[config.mk]
export PLATFORM = sky130hd
export DESIGN_NAME = prot_region_regs
export DESIGN_NICKNAME = d
export VERILOG_FILES = /design/src/rtl/prot_regs_pkg.sv /design/src/rtl/prot_regs_decode.sv /design/src/rtl/prot_region_slot.sv /design/src/rtl/prot_regs_readmux.sv /design/src/rtl/prot_region_regs.sv
export SDC_FILE = /design/constraint.sdc
export NUM_CORES = 1
export LEC_CHECK = 0
export BUFFER_PORTS_ARGS = -buffer_cell sky130_fd_sc_hd__buf_2
export CORE_ASPECT_RATIO = 0.6
export CORE_MARGIN = 5
export CORE_UTILIZATION = 40
export CTS_CLUSTER_SIZE = 10
export DETAILED_ROUTE_END_ITERATION = 8
export GPL_TIMING_DRIVEN = 0
export PLACE_DENSITY = 0.7
export SETUP_SLACK_MARGIN = 0.2
export SLEW_MARGIN = 25
export SYNTH_ARGS = -nofsm -noshare
export SYNTH_HDL_FRONTEND = slang
export SYNTH_SLANG_ARGS = --single-unit
[constraint.sdc]
create_clock -name clk -period 6.5 [get_ports clk]
set_input_delay 0.65 -clock clk [delete_from_list [all_inputs] [get_ports clk]]
set_output_delay 0.65 -clock clk [all_outputs]
set_load 0.01 [all_outputs]
[src/rtl/prot_regs_pkg.sv]
package prot_regs_pkg;

    typedef enum logic [1:0] {
        K_NONE = 2'd0,
        K_NUM  = 2'd1,
        K_BASE = 2'd2,
        K_ATTR = 2'd3
    } reg_kind_e;

    typedef enum logic [1:0] {
        SZ_BYTE = 2'd0,
        SZ_HALF = 2'd1,
        SZ_WORD = 2'd2,
        SZ_BAD  = 2'd3
    } acc_size_e;

    typedef struct packed {
        reg_kind_e  kind;
        logic [3:0] be;
        logic       err;
    } dec_t;

    localparam int          DATA_W     = 32;
    localparam int          BASE_LSB   = 5;
    localparam int          BASE_W     = DATA_W - BASE_LSB;
    localparam int          VALID_BIT  = 4;
    localparam int          FIELD_W    = 4;
    localparam int          SIZE_W     = 5;
    localparam int          SRD_W      = 8;
    localparam int          ATTR_W     = 16;
    localparam logic [31:0] ATTR_WMASK = 32'h173F_FF3F;

    function automatic logic [3:0] lane_mask(input acc_size_e sz, input logic [1:0] off);
        logic [3:0] m;
        case (sz)
            SZ_BYTE: m = 4'b0001 << off;
            SZ_HALF: m = 4'b0011 << off;
            SZ_WORD: m = 4'b1111;
            default: m = 4'b0000;
        endcase
        return m;
    endfunction

endpackage

[src/rtl/prot_regs_decode.sv]
module prot_regs_decode
    import prot_regs_pkg::*;
#(
    parameter int ADDR_W      = 6,
    parameter int ALIAS_PAIRS = 3
) (
    input  logic [ADDR_W-1:0] addr,
    input  logic [1:0]        size,
    output dec_t              dec
);
    localparam int IDX_W    = ADDR_W - 2;
    localparam int LAST_IDX = 2 + 2 * ALIAS_PAIRS;

    logic [IDX_W-1:0] idx;
    logic [1:0]       off;
    acc_size_e        sz;

    assign idx = addr[ADDR_W-1:2];
    assign off = addr[1:0];
    assign sz  = acc_size_e'(size);

    always_comb begin
        dec.kind = K_NONE;
        if (int'(idx) == 0)
            dec.kind = K_NUM;
        else if (int'(idx) <= LAST_IDX)
            dec.kind = idx[0] ? K_BASE : K_ATTR;

        dec.err = 1'b0;
        if (sz == SZ_BAD || dec.kind == K_NONE)
            dec.err = 1'b1;
        else if (dec.kind == K_NUM || dec.kind == K_BASE)
            dec.err = (sz != SZ_WORD) || (off != 2'b00);
        else if (sz == SZ_HALF)
            dec.err = off[0];
        else if (sz == SZ_WORD)
            dec.err = (off != 2'b00);

        dec.be = dec.err ? 4'b0000 : lane_mask(sz, off);
    end
endmodule

[src/rtl/prot_region_slot.sv]
module prot_region_slot
    import prot_regs_pkg::*;
(
    input  logic              clk,
    input  logic              rst,
    input  logic              wr_base,
    input  logic [BASE_W-1:0] base_in,
    input  logic              wr_attr,
    input  logic [3:0]        attr_be,
    input  logic [DATA_W-1:0] attr_in,
    output logic [BASE_W-1:0] base_q,
    output logic [DATA_W-1:0] attr_q
);
    always_ff @(posedge clk) begin
        if (rst) begin
            base_q <= '0;
            attr_q <= '0;
        end else begin
            if (wr_base)
                base_q <= base_in;
            if (wr_attr) begin
                for (int b = 0; b < 4; b++) begin
                    if (attr_be[b])
                        attr_q[8*b +: 8] <= attr_in[8*b +: 8] & ATTR_WMASK[8*b +: 8];
                end
            end
        end
    end
endmodule

[src/rtl/prot_regs_readmux.sv]
module prot_regs_readmux
    import prot_regs_pkg::*;
#(
    parameter int NREG  = 8,
    parameter int SEL_W = 3
) (
    input  reg_kind_e                kind,
    input  logic [SEL_W-1:0]         sel,
    input  logic [NREG*BASE_W-1:0]   bases,
    input  logic [NREG*DATA_W-1:0]   attrs,
    output logic [DATA_W-1:0]        rdata
);
    logic [BASE_W-1:0] base_sel;
    logic [DATA_W-1:0] attr_sel;
    logic [FIELD_W-1:0] sel_field;

    assign base_sel  = bases[int'(sel)*BASE_W +: BASE_W];
    assign attr_sel  = attrs[int'(sel)*DATA_W +: DATA_W];
    assign sel_field = FIELD_W'(sel);

    always_comb begin
        case (kind)
            K_NUM:   rdata = {{(DATA_W-SEL_W){1'b0}}, sel};
            K_BASE:  rdata = {base_sel, 1'b0, sel_field};
            K_ATTR:  rdata = attr_sel;
            default: rdata = '0;
        endcase
    end
endmodule

[src/rtl/prot_region_regs.sv]
module prot_region_regs
    import prot_regs_pkg::*;
#(
    parameter int NREG        = 8,
    parameter int ADDR_W      = 6,
    parameter int ALIAS_PAIRS = 3
) (
    input  logic                   clk,
    input  logic                   rst,
    input  logic                   req_valid,
    input  logic                   req_write,
    input  logic [ADDR_W-1:0]      req_addr,
    input  logic [1:0]             req_size,
    input  logic [31:0]            req_wdata,
    output logic                   rsp_valid,
    output logic                   rsp_err,
    output logic [31:0]            rsp_rdata,
    output logic [NREG-1:0]        cfg_en,
    output logic [NREG*5-1:0]      cfg_size,
    output logic [NREG*8-1:0]      cfg_srd,
    output logic [NREG*16-1:0]     cfg_attr,
    output logic [NREG*27-1:0]     cfg_base
);
    localparam int SEL_W = $clog2(NREG);

    dec_t                   dec;
    logic [SEL_W-1:0]       sel_q;
    logic                   do_wr;
    logic                   num_wr;
    logic                   base_wr;
    logic                   attr_wr;
    logic                   vflag;
    logic [FIELD_W-1:0]     field;
    logic                   field_ok;
    logic [SEL_W-1:0]       base_tgt;
    logic [NREG*BASE_W-1:0] bases;
    logic [NREG*DATA_W-1:0] attrs;
    logic [DATA_W-1:0]      rd_word;

    prot_regs_decode #(.ADDR_W(ADDR_W), .ALIAS_PAIRS(ALIAS_PAIRS)) u_dec (
        .addr (req_addr),
        .size (req_size),
        .dec  (dec)
    );

    assign do_wr    = req_valid && req_write && !dec.err;
    assign vflag    = req_wdata[VALID_BIT];
    assign field    = req_wdata[FIELD_W-1:0];
    assign field_ok = int'(field) < NREG;
    assign num_wr   = do_wr && dec.kind == K_NUM && (req_wdata < 32'(NREG));
    assign base_wr  = do_wr && dec.kind == K_BASE && (!vflag || field_ok);
    assign attr_wr  = do_wr && dec.kind == K_ATTR;
    assign base_tgt = vflag ? field[SEL_W-1:0] : sel_q;

    always_ff @(posedge clk) begin
        if (rst)
            sel_q <= '0;
        else if (num_wr)
            sel_q <= req_wdata[SEL_W-1:0];
        else if (base_wr && vflag)
            sel_q <= field[SEL_W-1:0];
    end

    for (genvar i = 0; i < NREG; i++) begin : g_slot
        logic [DATA_W-1:0] a_q;
        logic [BASE_W-1:0] b_q;

        prot_region_slot u_slot (
            .clk     (clk),
            .rst     (rst),
            .wr_base (base_wr && (int'(base_tgt) == i)),
            .base_in (req_wdata[DATA_W-1:BASE_LSB]),
            .wr_attr (attr_wr && (int'(sel_q) == i)),
            .attr_be (dec.be),
            .attr_in (req_wdata),
            .base_q  (b_q),
            .attr_q  (a_q)
        );

        assign bases[i*BASE_W +: BASE_W] = b_q;
        assign attrs[i*DATA_W +: DATA_W] = a_q;
        assign cfg_base[i*BASE_W +: BASE_W] = b_q;
        assign cfg_en[i]                    = a_q[0];
        assign cfg_size[i*SIZE_W +: SIZE_W] = a_q[5:1];
        assign cfg_srd[i*SRD_W +: SRD_W]    = a_q[15:8];
        assign cfg_attr[i*ATTR_W +: ATTR_W] = a_q[31:16];
    end

    prot_regs_readmux #(.NREG(NREG), .SEL_W(SEL_W)) u_rmux (
        .kind  (dec.kind),
        .sel   (sel_q),
        .bases (bases),
        .attrs (attrs),
        .rdata (rd_word)
    );

    always_ff @(posedge clk) begin
        if (rst) begin
            rsp_valid <= 1'b0;
            rsp_err   <= 1'b0;
            rsp_rdata <= '0;
        end else begin
            rsp_valid <= req_valid;
            rsp_err   <= req_valid && dec.err;
            rsp_rdata <= (req_valid && !req_write && !dec.err) ? rd_word : '0;
        end
    end
endmodule

==> impl_metrics.json, run 1 <==
{
  "status": "complete, no violations",
  "synth_flop_cell": "dfxtp_1",
  "fmax_mhz": 270,
  "die_x_um": 304,
  "detailedRoute.firstIterationViolations": 1706,
  "fp.dieArea_sq_mm": 0.0567,
  "powerDensity_mw_per_mm2": 219,
  "end_kind": "flip-flop",
  "cts_tree": "done",
  "rsz0062_at_grt": "false",
  "wl_um": 89500,
  "areaGrowthSynthToFinish_pct": 23.0,
  "post_drt_via_cell_ratio": 5.66,
  "worstPathRequired_ps": 6920,
  "grt_pass1_wl_um": 127000,
  "critPathArrivalTime_ps": 4120,
  "ys_seq_area_frac": 0.429,
  "clk_latency_ps": 570,
  "yosysWarnings": 0,
  "final.setup_skew_ps": 19.7,
  "synth_edf_count": 0,
  "fin_crit_sh": 0.570,
  "fillers": 4672,
  "synth_top_area_frac": 0.429,
  "cts_resized": 0,
  "post-cts-setup-buffers": 0,
  "fp.dieH_um": 186,
  "clk_pin_slew_ps": 60,
  "port-buffer-count": 474,
  "cts_sinks": 445,
  "synth.top_cells.by_area": "dfxtp_1 43%, mux2i_1 20%, mux4_2 11%",
  "overflow": 0,
  "synth_cell_type_count": 52,
  "start_util": 0.406,
  "ant_nets": 0,
  "cts_buffers": 50,
  "synth.most_common_cell": "dfxtp_1",
  "drc_errors": 0,
  "antenna_found_initial": 7,
  "finalSetupTns_ps": 0,
  "io_pins": 534,
  "async_reset_ff_frac": 0,
  "cp_max_fo": 10,
  "drive_above_1_share": 0.319,
  "slew-limit-headroom": 0.154,
  "grt_use_total": 0.300,
  "finalPower_w": 0.00558,
  "synth_common_cells": "445 x dfxtp_1, 418 x mux2i_1, 343 x nand2b_1, 112 x nor2_1, 102 x mux4_2",
  "min_path_type": "reg -> reg",
  "place_congestion": 0.921,
  "maxSlewViolCount": 0,
  "synth_area_sq_mm": 0.0208,
  "vias": 17700,
  "root_buffer": "clkbuf_16",
  "avgSynthCellArea_sq_um": 11.2,
  "dr.pass1.iters": 5,
  "num_rows": 64,
  "crit_type": "in -> reg",
  "tightest_slew_ps": 1260,
  "routedWlPerCell_um": 28.7,
  "grt_max_degree": 13,
  "hold_slack_ps": 483,
  "grt_pass1_vias": 17600,
  "synth_seq_cells": 445,
  "cp-start-kind": "primary input",
  "synthCells": 1846,
  "dpl.hpwl_um": 68300,
  "ir_worst_vdd_mv": 0.192,
  "setup_viol": 0,
  "finalNetCount": 2467,
  "min_period_ps": 3710,
  "utilization": 0.499,
  "cts_hold_buf": 0,
  "timing.final.hold_violations": 0,
  "htree_levels": 2,
  "cts_buffer_depth": 3,
  "cap_violations": 0,
  "synth_top_area_cell": "dfxtp_1",
  "p_leak_nw": 13.1,
  "core_sq_mm": 0.0512
}
==> metrics by stage <==
stage	instance area [sq um]	setup WS, ps	std cells
final	25500	2790	3120
after global routing	25500	2720	3115
after CTS	25500	2890	3115
after detailed placement	24200	2300	3060
after global placement	24200	2250	3060
after floorplan	20900	3530	1893
==> cells by family (layout without fill, tap and decap cells) <==
kind of cell,after synthesis,count (layout),synth area share
multiplexers,520,520,0.312
AND/OR/NAND/NOR,528,528,0.147
other,1,53,0.000181
AO/OA/AOI/OAI,113,113,0.0477
XOR/XNOR,1,1,0.000422
buffers and inverters,234,763,0.0615
flip-flops,445,445,0.429
adder cells (fa/ha/maj),4,4,0.00241
==> metal layers <==
layer	vias up	track usage	wire (um)
li1	7544	-	-
met5	-	0	33
met3	162	0.0809	8430
met2	938	0.470	39900
met4	4	0.0865	2770
met1	9018	0.410	38300
==> path summary, 6_finish.rpt <==
kind | from | end | slack (ps) | depth (start not counted)
max | rst | g_slot[6].u_slot.base_q[3]$_SDFFE_PP0P_ | 2790 | 7
min | g_slot[1].u_slot.base_q[21]$_SDFFE_PP0P_ | g_slot[1].u_slot.base_q[21]$_SDFFE_PP0P_ | 480 | 2
max reg2reg | sel_q[0]$_SDFFE_PP0P_ | rsp_rdata[21]$_SDFF_PP0_ | 3330 | 6
min reg2reg | g_slot[1].u_slot.base_q[21]$_SDFFE_PP0P_ | g_slot[1].u_slot.base_q[21]$_SDFFE_PP0P_ | 480 | 2
==> worst max-delay path: stages <==
cell,delay [ps]
clkbuf_1,530
clkbuf_1,610
clkbuf_1,730
clkbuf_1,540
clkbuf_1,770
nand2b_1,190
mux2i_1,60
==> report_power, final <==
| group | internal, W | switching, W | leakage (nW) | total, W |
|---|---|---|---|---|
| Combinational | 0.0000993 | 0.000219 | 8.91 | 0.000318 |
| Clock | 0.00140 | 0.00113 | 0.649 | 0.00253 |
| Sequential | 0.00273 | 0.00000248 | 3.58 | 0.00273 |
| Total | 0.00423 | 0.00135 | 13.1 | 0.00558 |
==> cell usage in the layout, fill, tap and decap left out, types with 5 or more instances in the layout <==
cell	n
buf_2	506
dfxtp_1	445
mux2i_1	418
nand2b_1	343
nor2_1	110
mux4_2	102
clkbuf_1	101
buf_4	53
clkbuf_16	51
conb_1	48
a22oi_1	38
a21oi_1	24
o2111ai_2	23
buf_6	22
buf_1	22
nor3_1	11
nor2b_1	8
nand2_1	8
nand4_1	8
a32oi_1	8
nor4_1	6
diode_2	5
and4_1	5
==> state kept, by name, summed over array words and instances, names as in the netlist <==
signal	cells
rsp_rdata	32
rsp_err	1
sel_q	3
rsp_valid	1
g_slot.u_slot.attr_q	192
g_slot.u_slot.base_q	216
==> final cells by class <==
type                    count  area (sq um)  area share
multi-input cells        1214         10800       0.422
flip-flops and latches    445          8910       0.349
repair buffers            474          2370      0.0929
clock buffers              54          1310      0.0512
plain buffers             229          1260      0.0495
well taps                 693           867      0.0340
inverters                   5          18.8    0.000735
diodes                      5          12.5    0.000490
clock inverters             1          8.76    0.000343
No activity file was read; power rests on OpenSTA's default activity.
==> run 2: changes to the inputs <==
==> constraint.sdc (replaced) <==
create_clock -name clk -period 3.6 [get_ports clk]
set_input_delay 0.36 -clock clk [delete_from_list [all_inputs] [get_ports clk]]
set_output_delay 0.36 -clock clk [all_outputs]
set_load 0.01 [all_outputs]
==> impl_metrics.json, run 2 (synthesis gave the netlist of run 1 again) <==
{
  "cp-start-kind": "flip-flop",
  "post-cts-setup-buffers": 0,
  "cp_num_buf_inv": 3,
  "p_leak_nw": 13.1,
  "utilization": 0.499,
  "cts_resized": 0,
  "cap_violations": 0,
  "status": "complete, no violations",
  "dr.pass1.iters": 5,
  "top_regs": "g_slot.u_slot.base_q (216), g_slot.u_slot.attr_q (192), rsp_rdata (32)",
  "detailedRoute.firstIterationViolations": 1727,
  "root_buffer": "clkbuf_16",
  "min_path_type": "in -> reg",
  "htree_levels": 2,
  "routedWlPerCell_um": 28.6,
  "fp.dieH_um": 186,
  "fmax_mhz": 310,
  "start_util": 0.406,
  "cts_buffer_depth": 3,
  "areaGrowthSynthToFinish_pct": 23.0,
  "final_cell_mix": "506 x buf_2, 445 x dfxtp_1, 418 x mux2i_1",
  "port-buffer-count": 474,
  "cts_hold_buf": 0,
  "tightest_slew_ps": 1060,
  "final.setup_skew_ps": 16.8,
  "fp.dieArea_sq_mm": 0.0567,
  "largest-register": "g_slot.u_slot.base_q",
  "fin_crit_sh": 0.896,
  "maxSlewViolCount": 0,
  "place_congestion": 0.921,
  "die_x_um": 304,
  "worstPathRequired_ps": 4040,
  "finalNetCount": 2467,
  "wl_um": 89300,
  "cp_max_fo": 10,
  "r2r_start": "sel_q[0]$_SDFFE_PP0P_",
  "grt_max_degree": 13,
  "crit_chain": "buf_2, buf_1, buf_2, mux4_2, a22oi_1, a21oi_1",
  "overflow": 0,
  "end_kind": "flip-flop",
  "grt_pass1_vias": 17600,
  "cp_slowest_stage_delay_ps": 720,
  "cts_tree": "done",
  "setup_viol": 0,
  "post_drt_via_cell_ratio": 5.65,
  "cp-startpoint": "sel_q[0]$_SDFFE_PP0P_",
  "grt_use_total": 0.300,
  "ir_worst_vdd_mv": 0.348,
  "critPathArrivalTime_ps": 3660,
  "clk_latency_ps": 570,
  "timing.final.hold_violations": 0,
  "core_sq_mm": 0.0512,
  "ant_nets": 0,
  "slew-limit-headroom": 0.287,
  "io_pins": 534,
  "drc_errors": 0,
  "num_rows": 64,
  "clk_pin_slew_ps": 60,
  "antenna_found_initial": 7,
  "crit_slowest_cell": "buf_1",
  "powerDensity_mw_per_mm2": 394,
  "cts_buffers": 50,
  "cpLargestDelayFamily": "buffers and inverters",
  "dpl.hpwl_um": 68300,
  "crit_type": "reg -> reg",
  "largest_reg_flops": 216,
  "grt_pass1_wl_um": 127000,
  "cts_sinks": 445,
  "hp-start": "req_valid",
  "drive_above_1_share": 0.320,
  "vias": 17600,
  "min_period_ps": 3230,
  "cpMostUsedCell": "buf_2",
  "final_common_cell": "buf_2",
  "rsz0062_at_grt": "false",
  "finalPower_w": 0.0101
}
## run 2: changes by cell type in the layout (fill, tap and decap cells not counted), sizes merged
cell	delta
diode	-1
## run 2: worst paths after layout
check | to | slack, ps | cells past startpoint
max reg2reg | rsp_rdata[21]$_SDFF_PP0_ | 370 | 6
min | rsp_valid$_SDFF_PP0_ | 200 | 2
min reg2reg | g_slot[1].u_slot.base_q[21]$_SDFFE_PP0P_ | 480 | 2
max | rsp_rdata[21]$_SDFF_PP0_ | 370 | 6
## run 2: power breakdown
group,total (W),internal (W),switching [W]
Combinational,0.000573,0.000180,0.000394
Sequential,0.00493,0.00493,0.00000447
Clock,0.00456,0.00253,0.00204
## run 2: area by class of cell
| type | count | area (sq um) |
|---|---|---|
| well taps | 693 | 867 |
| fillers | 4669 | 25600 |
| repair buffers | 474 | 2370 |
| multi-input cells | 1214 | 10800 |
| clock inverters | 1 | 8.76 |
| inverters | 5 | 18.8 |
| diodes | 4 | 10.0 |
| flip-flops and latches | 445 | 8910 |
| clock buffers | 54 | 1310 |
| plain buffers | 229 | 1270 |
## run 2: through the flow
step / hold slack [ps] / std cells / cell area (sq um) / TNS [ps] / worst slack [ps]
floorplan: 502 / 1893 / 20900 / 0 / 920
global placement: 471 / 3060 / 24200 / -18050 / -364
detailed placement: 480 / 3060 / 24200 / -15210 / -306
CTS: 172 / 3115 / 25500 / 0 / 282
global route: 189 / 3115 / 25500 / 0 / 339
finish: 202 / 3119 / 25500 / 0 / 375
## run 2: metal layers
| metal | vias to the layer above | track usage | wire, um |
|---|---|---|---|
| met2 | 984 | 0.470 | 39700 |
| met5 | - | 0 | 32 |
| met1 | 8915 | 0.410 | 37900 |
| met3 | 177 | 0.0809 | 8680 |
| met4 | 4 | 0.0865 | 3000 |
| li1 | 7543 | - | - |
## run 2: worst register-to-register path: cells and delay by family (launching register included)
family                 cells  cell delay, ps
buffers and inverters      3            1690
AOI/OAI and AO/OA          2             520
DFF                        1             500
muxes                      1             390
==> run 3: changes to the inputs <==
--- a/config.mk
+++ b/config.mk
@@ -6,13 +6,12 @@
 export NUM_CORES = 1
 export LEC_CHECK = 0
 export BUFFER_PORTS_ARGS = -buffer_cell sky130_fd_sc_hd__buf_2
-export CORE_ASPECT_RATIO = 0.6
-export CORE_MARGIN = 5
-export CORE_UTILIZATION = 40
+export CORE_AREA = 2 2 205 207
 export CTS_CLUSTER_SIZE = 10
 export DETAILED_ROUTE_END_ITERATION = 8
+export DIE_AREA = 0 0 207 209
 export GPL_TIMING_DRIVEN = 0
-export PLACE_DENSITY = 0.7
+export PLACE_DENSITY = 0.84
 export SETUP_SLACK_MARGIN = 0.2
 export SLEW_MARGIN = 25
 export SYNTH_ARGS = -nofsm -noshare
==> impl_metrics.json, run 3 (synthesis gave the netlist of run 1 again) <==
{
  "cpMostUsedCell": "clkbuf_1",
  "p_int_w": 0.00783,
  "antenna_found_initial": 9,
  "start_util": 0.503,
  "detailedRoute.firstIterationViolations": 1707,
  "grt_use_total": 0.376,
  "cp_max_fo": 10,
  "grt_util_met3": 0.0879,
  "crit_chain": "clkbuf_1, clkbuf_1, clkbuf_1, nand2b_1, clkbuf_1, buf_1, mux2i_1",
  "p_comb_frac": 0.055,
  "min_period_ps": 3380,
  "finalSetupTns_ps": 0,
  "hold_depth": 3,
  "htree_levels": 2,
  "final_cell_mix": "505 x buf_2, 445 x dfxtp_1, 418 x mux2i_1",
  "grt_max_degree": 13,
  "cap_violations": 0,
  "cp-start-kind": "primary input",
  "top_usage_layer": "met2",
  "routedWlPerCell_um": 28.3,
  "ant_nets": 0,
  "r2r_end": "rsp_rdata[15]$_SDFF_PP0_",
  "vias": 18000,
  "top_regs": "g_slot.u_slot.base_q (216), g_slot.u_slot.attr_q (192), rsp_rdata (32)",
  "post_drt_via_cell_ratio": 6.05,
  "end_kind": "flip-flop",
  "p_switching_w": 0.00238,
  "fp.dieArea_sq_mm": 0.0433,
  "cts_buffer_depth": 3,
  "root_buffer": "clkbuf_16",
  "r2r_cells": 6,
  "hp-start": "req_write",
  "dr.pass1.iters": 6,
  "critPathArrivalTime_ps": 3800,
  "grt_pass1_vias": 17700,
  "fin_crit_sh": 0.938,
  "cp_slowest_stage_delay_ps": 690,
  "post-cts-setup-buffers": 0,
  "r2r_start": "sel_q[0]$_SDFFE_PP0P_",
  "min_to": "rsp_rdata[7]$_SDFF_PP0_",
  "tightest_slew_ps": 1120,
  "crit_slowest_cell": "buf_1",
  "clk_latency_ps": 590,
  "clk_pin_slew_ps": 50,
  "grtUsageMet1": 0.468,
  "cts_tree": "done",
  "largest_reg_flops": 216,
  "fmax_mhz": 296,
  "clockPowerShare": 0.461,
  "ir_worst_vdd_mv": 0.364,
  "io_pins": 534,
  "crit_type": "in -> reg",
  "drive_above_1_share": 0.319,
  "maxSlewViolCount": 0,
  "final.setup_skew_ps": 17.8,
  "reg2reg_setup_slack_ps": 490,
  "utilization": 0.616,
  "overflow": 0,
  "largest-register": "g_slot.u_slot.base_q",
  "core_sq_mm": 0.0413,
  "die_x_um": 207,
  "switching_share": 0.233,
  "cts_sinks": 445,
  "dpl.hpwl_um": 62900,
  "areaGrowthSynthToFinish_pct": 22.5,
  "final_common_cell": "buf_2",
  "powerDensity_mw_per_mm2": 401,
  "p_leak_nw": 13.2,
  "min_path_type": "in -> reg",
  "cts_resized": 0,
  "worstPathRequired_ps": 4020,
  "fp.dieH_um": 209,
  "setup_viol": 0,
  "cts_buffers": 51,
  "grt_use_met2": 0.590,
  "status": "complete, no violations",
  "grt_pass1_wl_um": 120000,
  "finalNetCount": 2468,
  "num_rows": 75,
  "cts_hold_buf": 0,
  "cp_num_buf_inv": 5,
  "timing.final.hold_violations": 0,
  "drc_errors": 0,
  "port-buffer-count": 474,
  "cpLargestDelayFamily": "buffers and inverters",
  "place_congestion": 0.936,
  "pwr-share-seq": 0.483,
  "slew-limit-headroom": 0.253,
  "wl_um": 84200,
  "rsz0062_at_grt": "false"
}
-- run 3: cell count changes in the layout (fill, tap and decap cells not counted) --
cell / change
buf_1: +2
buf_2: -1
bufinv_16: +1
clkbuf_1: +6
clkbuf_16: +2
clkbuf_2: -3
clkbuf_8: +1
diode_2: +3
inv_6: -1
o2111ai_2: +1
o2111ai_4: -1
-- run 3: how the worst max path moves through the flow --
| stage | from | depth (start not counted) | slack, ps | end |
|---|---|---|---|---|
| final | rst | 7 | 220 | g_slot[6].u_slot.base_q[8]$_SDFFE_PP0P_ |
| after global routing | rst | 7 | 220 | g_slot[6].u_slot.base_q[8]$_SDFFE_PP0P_ |
| after CTS | rst | 7 | 350 | g_slot[2].u_slot.attr_q[14]$_SDFFE_PP0P_ |
| after detailed placement | rst | 7 | -260 | g_slot[2].u_slot.base_q[9]$_SDFFE_PP0P_ |
| after global placement | rst | 7 | -170 | g_slot[5].u_slot.base_q[9]$_SDFFE_PP0P_ |
| after floorplan | req_addr[4] | 11 | 920 | g_slot[1].u_slot.base_q[10]$_SDFFE_PP0P_ |
-- run 3: power by group through the flow --
stage	Combinational, W	Clock [W]	Sequential (W)
global route	0.000584	0.00488	0.00493
finish	0.000564	0.00471	0.00493
CTS	0.000545	0.00470	0.00493
detailed placement	0.000544	0	0.00504
global placement	0.000533	0	0.00504
floorplan	0.000335	0	0.00504
-- run 3: layer usage --
metal | wire, um | up-vias
li1 | - | 7574
met1 | 32400 | 8936
met2 | 38100 | 1215
met3 | 8130 | 268
met4 | 5540 | 0
met5 | 0 | -
-- run 3: cell type report --
cell class	instances	area, sq um
inverters	5	18.8
flip-flops and latches	445	8910
clock buffers	61	1390
multi-input cells	1214	10800
fillers	3363	15900
well taps	539	674
diodes	7	17.5
clock inverters	1	30.0
repair buffers	474	2370
plain buffers	229	1260
-- run 3: per-stage QoR --
stage	power [W]	setup WS, ps	instance area (sq um)	cells	hold WS (ps)
after floorplan	0.00538	920	20900	1893	502
after global placement	0.00557	-167	24000	2906	468
after detailed placement	0.00558	-258	24000	2906	479
after CTS	0.0102	350	25400	2968	119
after global routing	0.0104	220	25400	2973	149
final	0.0102	222	25400	2975	163
-- run 3: tightest hold or removal path: cells and delay by family --
| kind | cells | cell delay [ps] |
|---|---|---|
| simple gates | 2 | 180 |
| buf+inv | 1 | 150 |
